### config.mk
export PLATFORM = sky130hd
export DESIGN_NAME = uart_rx_evt_flags
export DESIGN_NICKNAME = d
export VERILOG_FILES = /design/src/rtl/uart_evt_pkg.sv /design/src/rtl/uart_evt_blkcnt.sv /design/src/rtl/uart_evt_timeout.sv /design/src/rtl/uart_evt_ctssync.sv /design/src/rtl/uart_evt_flagbank.sv /design/src/rtl/uart_rx_evt_flags.sv
export SDC_FILE = /design/constraint.sdc
export NUM_CORES = 1
export LEC_CHECK = 0
export BUFFER_PORTS_ARGS = -buffer_cell sky130_fd_sc_hd__buf_2
export CAP_MARGIN = 20
export CORE_MARGIN = 4
export CORE_UTILIZATION = 61
export CTS_CLUSTER_DIAMETER = 30
export DETAILED_ROUTE_END_ITERATION = 6
export GPL_ROUTABILITY_DRIVEN = 0
export PLACE_DENSITY_LB_ADDON = 0.2
export SKIP_CTS_REPAIR_TIMING = 1
export SYNTH_ARGS = -nofsm -noshare
export SYNTH_HDL_FRONTEND = slang
export SYNTH_SLANG_ARGS = --single-unit
### constraint.sdc
create_clock -name clk -period 7.4 [get_ports clk]
set_input_delay 0.37 -clock clk [delete_from_list [all_inputs] [get_ports clk]]
set_output_delay 0.37 -clock clk [all_outputs]
set_load 0.005 [all_outputs]
### src/rtl/uart_evt_pkg.sv
package uart_evt_pkg;
  localparam int NUM_FLAGS = 4;
  localparam int FLG_EOB   = 0;
  localparam int FLG_RTO   = 1;
  localparam int FLG_CTSC  = 2;
  localparam int FLG_BRK   = 3;
endpackage

### src/rtl/uart_evt_blkcnt.sv
module uart_evt_blkcnt #(
  parameter int CNT_W = 10,
  parameter int LEN_W = 8
) (
  input  logic             clk,
  input  logic             rst,
  input  logic             blk_start_i,
  input  logic             byte_i,
  input  logic [LEN_W-1:0] blk_len_i,
  output logic             eob_evt_o
);
  localparam int CW = ((CNT_W > LEN_W) ? CNT_W : LEN_W) + 2;
  localparam logic [CNT_W-1:0] CMAX = {CNT_W{1'b1}};

  logic [CNT_W-1:0] cnt_q;
  logic [CNT_W-1:0] cnt_nxt;
  logic [CW-1:0]    thr;
  logic [CW-1:0]    nxt_ext;

  assign cnt_nxt = (cnt_q == CMAX) ? cnt_q : cnt_q + 1'b1;
  assign thr     = {{(CW-LEN_W){1'b0}}, blk_len_i} + CW'(4);
  assign nxt_ext = {{(CW-CNT_W){1'b0}}, cnt_nxt};

  // prologue of four characters counts toward the block end
  assign eob_evt_o = byte_i && !blk_start_i && (nxt_ext >= thr);

  always_ff @(posedge clk) begin
    if (rst || blk_start_i) begin
      cnt_q <= '0;
    end else if (byte_i) begin
      cnt_q <= cnt_nxt;
    end
  end
endmodule

### src/rtl/uart_evt_timeout.sv
module uart_evt_timeout #(
  parameter int TO_W = 16
) (
  input  logic            clk,
  input  logic            rst,
  input  logic            rx_evt_i,
  input  logic            tick_i,
  input  logic [TO_W-1:0] to_val_i,
  output logic            to_evt_o
);
  logic [TO_W-1:0] cnt_q;
  logic            armed_q;
  logic [TO_W:0]   inc;
  logic            hit;

  assign inc      = {1'b0, cnt_q} + 1'b1;
  assign hit      = inc >= {1'b0, to_val_i};
  assign to_evt_o = !rx_evt_i && tick_i && armed_q && hit;

  always_ff @(posedge clk) begin
    if (rst) begin
      cnt_q   <= '0;
      armed_q <= 1'b0;
    end else if (rx_evt_i) begin
      cnt_q   <= '0;
      armed_q <= 1'b1;
    end else if (tick_i && armed_q) begin
      if (hit) begin
        cnt_q   <= '0;
        armed_q <= 1'b0;
      end else begin
        cnt_q <= inc[TO_W-1:0];
      end
    end
  end
endmodule

### src/rtl/uart_evt_ctssync.sv
module uart_evt_ctssync #(
  parameter int SYNC_STAGES = 2
) (
  input  logic clk,
  input  logic rst,
  input  logic cts_n_i,
  output logic cts_lvl_o,
  output logic cts_chg_o
);
  logic [SYNC_STAGES-1:0] sync_q;
  logic                   last_q;

  always_ff @(posedge clk) begin
    if (rst) begin
      sync_q <= '1;
      last_q <= 1'b1;
    end else begin
      sync_q <= {sync_q[SYNC_STAGES-2:0], cts_n_i};
      last_q <= sync_q[SYNC_STAGES-1];
    end
  end

  assign cts_lvl_o = !sync_q[SYNC_STAGES-1];
  assign cts_chg_o = sync_q[SYNC_STAGES-1] ^ last_q;
endmodule

### src/rtl/uart_evt_flagbank.sv
module uart_evt_flagbank #(
  parameter int N = 4
) (
  input  logic         clk,
  input  logic         rst,
  input  logic [N-1:0] set_i,
  input  logic         clr_we_i,
  input  logic [N-1:0] clr_i,
  input  logic [N-1:0] en_i,
  output logic [N-1:0] flags_o,
  output logic         irq_o
);
  logic [N-1:0] flags_q;
  logic         irq_q;

  genvar g;
  generate
    for (g = 0; g < N; g++) begin : g_flag
      always_ff @(posedge clk) begin
        if (rst) begin
          flags_q[g] <= 1'b0;
        end else if (set_i[g]) begin
          flags_q[g] <= 1'b1;
        end else if (clr_we_i && clr_i[g]) begin
          flags_q[g] <= 1'b0;
        end
      end
    end
  endgenerate

  always_ff @(posedge clk) begin
    if (rst) irq_q <= 1'b0;
    else     irq_q <= |(flags_q & en_i);
  end

  assign flags_o = flags_q;
  assign irq_o   = irq_q;
endmodule

### src/rtl/uart_rx_evt_flags.sv
module uart_rx_evt_flags
  import uart_evt_pkg::*;
#(
  parameter int CNT_W = 10,
  parameter int LEN_W = 8,
  parameter int TO_W  = 16
) (
  input  logic                 clk,
  input  logic                 rst,
  input  logic                 rx_busy_i,
  input  logic                 byte_i,
  input  logic                 start_i,
  input  logic                 blk_start_i,
  input  logic [LEN_W-1:0]     blk_len_i,
  input  logic                 tick_i,
  input  logic [TO_W-1:0]      to_val_i,
  input  logic                 cts_n_i,
  input  logic                 brk_i,
  input  logic                 clr_we_i,
  input  logic [NUM_FLAGS-1:0] clr_i,
  input  logic [NUM_FLAGS-1:0] irq_en_i,
  output logic [NUM_FLAGS-1:0] flags_o,
  output logic                 cts_lvl_o,
  output logic                 busy_o,
  output logic                 irq_o
);
  logic                 eob_evt;
  logic                 to_evt;
  logic                 cts_chg;
  logic [NUM_FLAGS-1:0] set_vec;
  logic                 busy_q;

  uart_evt_blkcnt #(.CNT_W(CNT_W), .LEN_W(LEN_W)) u_blkcnt (
    .clk(clk), .rst(rst), .blk_start_i(blk_start_i), .byte_i(byte_i),
    .blk_len_i(blk_len_i), .eob_evt_o(eob_evt)
  );

  uart_evt_timeout #(.TO_W(TO_W)) u_timeout (
    .clk(clk), .rst(rst), .rx_evt_i(byte_i || start_i), .tick_i(tick_i),
    .to_val_i(to_val_i), .to_evt_o(to_evt)
  );

  uart_evt_ctssync #(.SYNC_STAGES(2)) u_cts (
    .clk(clk), .rst(rst), .cts_n_i(cts_n_i), .cts_lvl_o(cts_lvl_o),
    .cts_chg_o(cts_chg)
  );

  always_comb begin
    set_vec           = '0;
    set_vec[FLG_EOB]  = eob_evt;
    set_vec[FLG_RTO]  = to_evt;
    set_vec[FLG_CTSC] = cts_chg;
    set_vec[FLG_BRK]  = brk_i;
  end

  uart_evt_flagbank #(.N(NUM_FLAGS)) u_flags (
    .clk(clk), .rst(rst), .set_i(set_vec), .clr_we_i(clr_we_i), .clr_i(clr_i),
    .en_i(irq_en_i), .flags_o(flags_o), .irq_o(irq_o)
  );

  always_ff @(posedge clk) begin
    if (rst) busy_q <= 1'b0;
    else     busy_q <= rx_busy_i;
  end
  assign busy_o = busy_q;
endmodule

Yosys cells after proc, flatten, opt, wreduce, memory -nomap -nowiden
Cells that the tools add are included.

storage, ports and cells
  flip-flop bits (word level) = 36
  input port bits = 42
  output and inout port bits = 7
  logic and storage cells = 56

operators by class
  eq/ne operators = 1
  reduce and logical (&&, ||, !) cells = 24
  add/subtract/negate cells = 3
  bitwise gates (word level) = 2
  magnitude comparators = 2
  muxes and demuxes = 13

operators with widths
  cell                                           count
  adder 16 x 1 -> 17 bit, second input constant  1
  >= comparator 17 x 16 -> 1 bit                 1
  two-way mux 16 bit                             1
  >= comparator 10 x 12 -> 1 bit                 1
  nonzero test 2 bit                             6
  two-way mux 1 bit                              11
  adder 10 x 1 -> 10 bit, second input constant  1
  equality test 10 bit, second input constant    1
  logical AND 1 bit                              10
  two-way mux 10 bit                             1
  adder 8 x 3 -> 9 bit, second input constant    1
  AND 4 bit                                      1
  OR reduction 4 bit                             1
  zero test 1 bit                                3
  logical OR 1 bit                               2
  AND reduction 2 bit                            1
  OR reduction 2 bit                             1
  XOR 1 bit                                      1

Logic depth before layout (Yosys ltp)
  depth after elaboration = 6
  depth in mapped cells = 14
  gate-level depth less buffers = 13

By module
Synthesis repeated with hierarchy kept, for this count alone.

unflattened totals
  cell total of the unflattened synthesis = 347
  area, all modules = 2733.9 um^2

modules (own cells, without submodules)
  module             instances  area an instance (um^2)  cells an instance  sequential area each (um^2)
  uart_evt_timeout   1          1498.9                   202                340.3
  uart_evt_blkcnt    1          920.9                    118                200.2
  uart_evt_flagbank  1          190.2                    16                 100.1
  uart_evt_ctssync   1          91.3                     8                  60.1
  uart_rx_evt_flags  1          32.5                     3                  20.0

Worst setup path before layout
No wires, ideal clock.

  kind = flip-flop to flip-flop
  from = reg u_timeout.cnt_q[0]
  to = reg u_timeout.cnt_q[4]
  setup slack = 4443 ps
  data required time = 7326 ps
  path buffers = 1
  clock period less this slack = 2957 ps
  data arrival time = 2883 ps
  setup time = 74 ps
  stages on the path, launching flop included = 14
  cell sequence = dfxtp_1 -> ha_1 -> nand4_1 -> nor3_4 -> nand3_1 -> xnor2_1 -> ha_1 -> a211oi_1 -> o21ai_0 -> or2b_2 -> o311ai_4 -> buf_6 -> or4_1 -> a31oi_1

between the ends
  longest elaborated chain between the ends = 3

RTL lines
  item                            line                    source
  start: declaration              uart_evt_timeout.sv:11  logic [TO_W-1:0] cnt_q;
  start signal: assignment        uart_evt_timeout.sv:32  cnt_q <= inc[TO_W-1:0];
  adder 16 x 1 -> 17 bit (*)      uart_evt_timeout.sv:16  assign inc = {1'b0, cnt_q} + 1'b1;
  >= comparator 17 x 16 -> 1 bit  uart_evt_timeout.sv:17  assign hit = inc >= {1'b0, to_val_i};
  two-way mux 16 bit (*)          uart_evt_timeout.sv:28  if (hit) begin

Mark *: on every way between the ends. The rest lies on a longest branch, timed or not.
A chain may end at the register's enable or synchronous reset.

Final worst setup path
  from = reg u_timeout.cnt_q[0]
  to = reg u_timeout.cnt_q[9]

The elaborated chain is that of the path after synthesis.

==> flow_metrics.env <==
export IMPL_tns_ns=0
export IMPL_worstSetupStartpointType="flop"
export IMPL_core_area_um2=4140
export IMPL_path_max_fanout=19
export IMPL_clock_path_buffers=2
export IMPL_crit_chain="ha_1, nand4_1, nor3_4, nand3_1, xnor2_1, ha_1, a211oi_1, o21ai_0, or2b_2, o311ai_4, or4b_1, a21oi_1"
export IMPL_synth_mux_area_share_pct=1.90
export IMPL_h_tree_depth=2
export IMPL_ys_ff_latch=36
export IMPL_grt_total_usage_pct=21.5
export IMPL_dieArea_um2=5560
export IMPL_min_path_type="primary input to flop"
export IMPL_avgSynthCellArea_um2=8.27
export IMPL_ir_drop_uv=105
export IMPL_worstRegToRegCells=12
export IMPL_synth_edf_count=0
export IMPL_grt_overflow_total=0
export IMPL_grt_pass1_vias=2147
export IMPL_drive_above_1_share_pct=20.5
export IMPL_p_leak_nw=1.36
export IMPL_port_buffers=48
export IMPL_crit_top_cell="ha_1"
export IMPL_ys_warn_count=0
export IMPL_required_ns=7.62
export IMPL_grt_max_degree=32
export IMPL_cts_clk_slew_worst_paths_ns=0.08
export IMPL_worstReg2RegEnd="u_timeout.cnt_q[9]"
export IMPL_yosys_area_share_simple_pct=28.2
export IMPL_skew_ns=0.00555
export IMPL_reg2reg_slack_ns=4.03
export IMPL_grt_pass1_wl_um=9340
export IMPL_finalWorstSetupSlack_ns=4.03
export IMPL_die_x_um=74.6
export IMPL_hold_start="cts_n_i"
export IMPL_cp_slowest_stage_delay_ns=0.53
export IMPL_holdPathEnd="u_cts.sync_q[0]"
export IMPL_rows=23
export IMPL_drt_iter0_drc=109
export IMPL_p_total_w=0.000388
export IMPL_post_route_period_util_pct=45.5
export IMPL_drv_slew=0
export IMPL_cts_tree="built"
export IMPL_final_util_pct=72.3
export IMPL_rsz0062_at_grt="no"
export IMPL_pin_count=49
export IMPL_synth_ff_type="dfxtp_1"
export IMPL_tightest_slew_ns=0.884
export IMPL_arrival_ns=3.59
export IMPL_synthXorXnorAreaFrac_pct=9.07
export IMPL_outcome="complete, no violations"
export IMPL_avgRoutedWirePerCell_um=13.4
export IMPL_dpl_worst_slack_ns=4.08
export IMPL_initial_utilization_pct=65.3
export IMPL_via_count=2360
export IMPL_cts_sinks=36
export IMPL_layout_nets=435
export IMPL_area_delta_synth_final_pct=10.8
export IMPL_antenna_left=0
export IMPL_synth_nets=397
export IMPL_insertion_delay_ns=0.29
export IMPL_maxCapViolations=0
export IMPL_power_density_nw_per_um2=129
export IMPL_layout_commonest_cell="buf_2"
export IMPL_setup_violations=0
export IMPL_hold_violations=0
export IMPL_worst_path_max_delay_cell="or4b_1"
export IMPL_max_freq_mhz=297
export IMPL_wl_um=5560
export IMPL_cts_root_buf="clkbuf_8"
export IMPL_critPathCaptureType="flop"
export IMPL_crit_type="flop to flop"
export IMPL_synth_fa_ha_area_share_pct=13.0
export IMPL_layout_common_cells="48 x buf_2, 36 x dfxtp_1, 33 x nand2_1"
export IMPL_period_needed_ns=3.37
export IMPL_first_pass_iters=4
export IMPL_synth_area_um2=2710
export IMPL_post_route_drc_count=0
export IMPL_postSynth_asyncResetShare_pct=0
export IMPL_antenna_cells=0
export IMPL_netlist_instances=327
export IMPL_final_cells=416
export IMPL_synth_compound_area_share_pct=14.8
export IMPL_holdPathStages=2
export IMPL_cts_made_buffers=5
export IMPL_fp_dieH_um=74.6
export IMPL_slew_headroom_pct=40.9
export IMPL_rr_startpoint="u_timeout.cnt_q[0]"
export IMPL_synth_seq_area_share_pct=26.6
export IMPL_synth_top_family_by_area="simple AND/OR/NAND/NOR gates"
export IMPL_dp_hpwl_um=4160
export IMPL_antenna_found_initial=0
export IMPL_placed_cells=408
export IMPL_ys_types=53
export IMPL_fillers=374
export IMPL_vias_per_cell=5.67
## stage by stage
stage,area [um2],hold slack (ns)
after global routing,3000,0.257
after detailed placement,2910,0.400
after global placement,2910,0.393
after CTS,3000,0.250
final,3000,0.258
after floorplan,2710,0.389
## worst max-delay path by stage
stage	startpoint	endpoint	slack, ns	depth (start not counted)
after CTS	u_timeout.cnt_q[0]	u_timeout.cnt_q[14]	4.05	12
after detailed placement	u_timeout.cnt_q[0]	u_timeout.cnt_q[14]	4.08	12
after floorplan	u_timeout.cnt_q[0]	u_timeout.cnt_q[4]	4.44	13
final	u_timeout.cnt_q[0]	u_timeout.cnt_q[9]	4.03	12
after global placement	u_timeout.cnt_q[0]	u_timeout.cnt_q[3]	4.18	12
after global routing	u_timeout.cnt_q[0]	u_timeout.cnt_q[13]	3.75	12
## metal layers
metal,vias to the layer above,wire [um],global-route usage [%]
li1,1233,-,-
met1,1072,2780,29.7
met2,49,2410,34.5
met3,6,313,3.78
met4,0,63,6.13
met5,-,0,0
## where the power goes
part,switching [W],total (W),internal [W]
clock,0.0000763,0.000142,0.0000657
sequential,0.00000228,0.000199,0.000197
combinational,0.0000249,0.0000466,0.0000217
total,0.000104,0.000388,0.000284
## synth_stat cells (2+ instances only)
cell type / n / area share (%)
a211o_2: 2 / 0.74
a211oi_1: 6 / 1.7
a21o_1: 3 / 0.83
a21oi_1: 20 / 3.7
a21oi_2: 2 / 0.65
a22oi_1: 2 / 0.55
and2_1: 6 / 1.4
and3_1: 4 / 0.92
buf_2: 4 / 0.74
buf_6: 2 / 0.83
clkbuf_1: 8 / 1.1
dfxtp_1: 36 / 27
ha_1: 28 / 13
inv_1: 20 / 2.8
mux2i_1: 4 / 1.5
nand2_1: 33 / 4.6
nand2b_1: 3 / 0.69
nand3_1: 17 / 3.1
nand3b_1: 3 / 0.83
nand4_1: 10 / 2.3
nor2_1: 27 / 3.7
nor2b_1: 2 / 0.46
nor3_1: 6 / 1.1
nor3b_1: 2 / 0.55
nor4_1: 2 / 0.46
o21a_1: 3 / 0.83
o21ai_0: 3 / 0.55
o31ai_1: 3 / 0.83
or2_2: 4 / 0.92
or3_1: 4 / 0.92
or4_1: 2 / 0.55
or4b_1: 9 / 3.3
xnor2_1: 14 / 4.5
xor2_1: 14 / 4.5
## sequential cells by signal, summed over array words and instances (netlist names)
| register | count |
|---|---|
| u_timeout.armed_q | 1 |
| u_blkcnt.cnt_q | 10 |
| u_cts.sync_q | 2 |
| u_timeout.cnt_q | 16 |
| u_cts.last_q | 1 |
| busy_o | 1 |
| u_flags.irq_o | 1 |
| u_flags.flags_o | 4 |
## cells by family after synthesis
group | count (synthesis)
and+or+nand+nor | 140
buffers and inverters | 37
adders and majority gates | 28
xor gates and xnor gates | 28
AOI/OAI and AO/OA | 53
DFF | 36
muxes | 5
## worst max-delay path, delay by kind of cell, from the launching register on
family                   cells  cell delay (ns)
AO/OA/AOI/OAI                4             0.73
XOR/XNOR                     1             0.21
adder cells (fa/ha/maj)      2             0.55
flip-flops                   1             0.38
AND/OR/NAND/NOR              5             1.43
## final cells by class
class / instances / area, um2 / area share (%)
inverter: 20 / 75.1 / 2.51
sequential: 36 / 721 / 24.1
timing repair buffer: 48 / 240 / 8.02
multi-input combinational: 254 / 1810 / 60.4
clock buffer: 5 / 68.8 / 2.30
tap: 50 / 62.6 / 2.09
clock inverter: 3 / 18.8 / 0.626
Power figures use the tool's default switching activity.
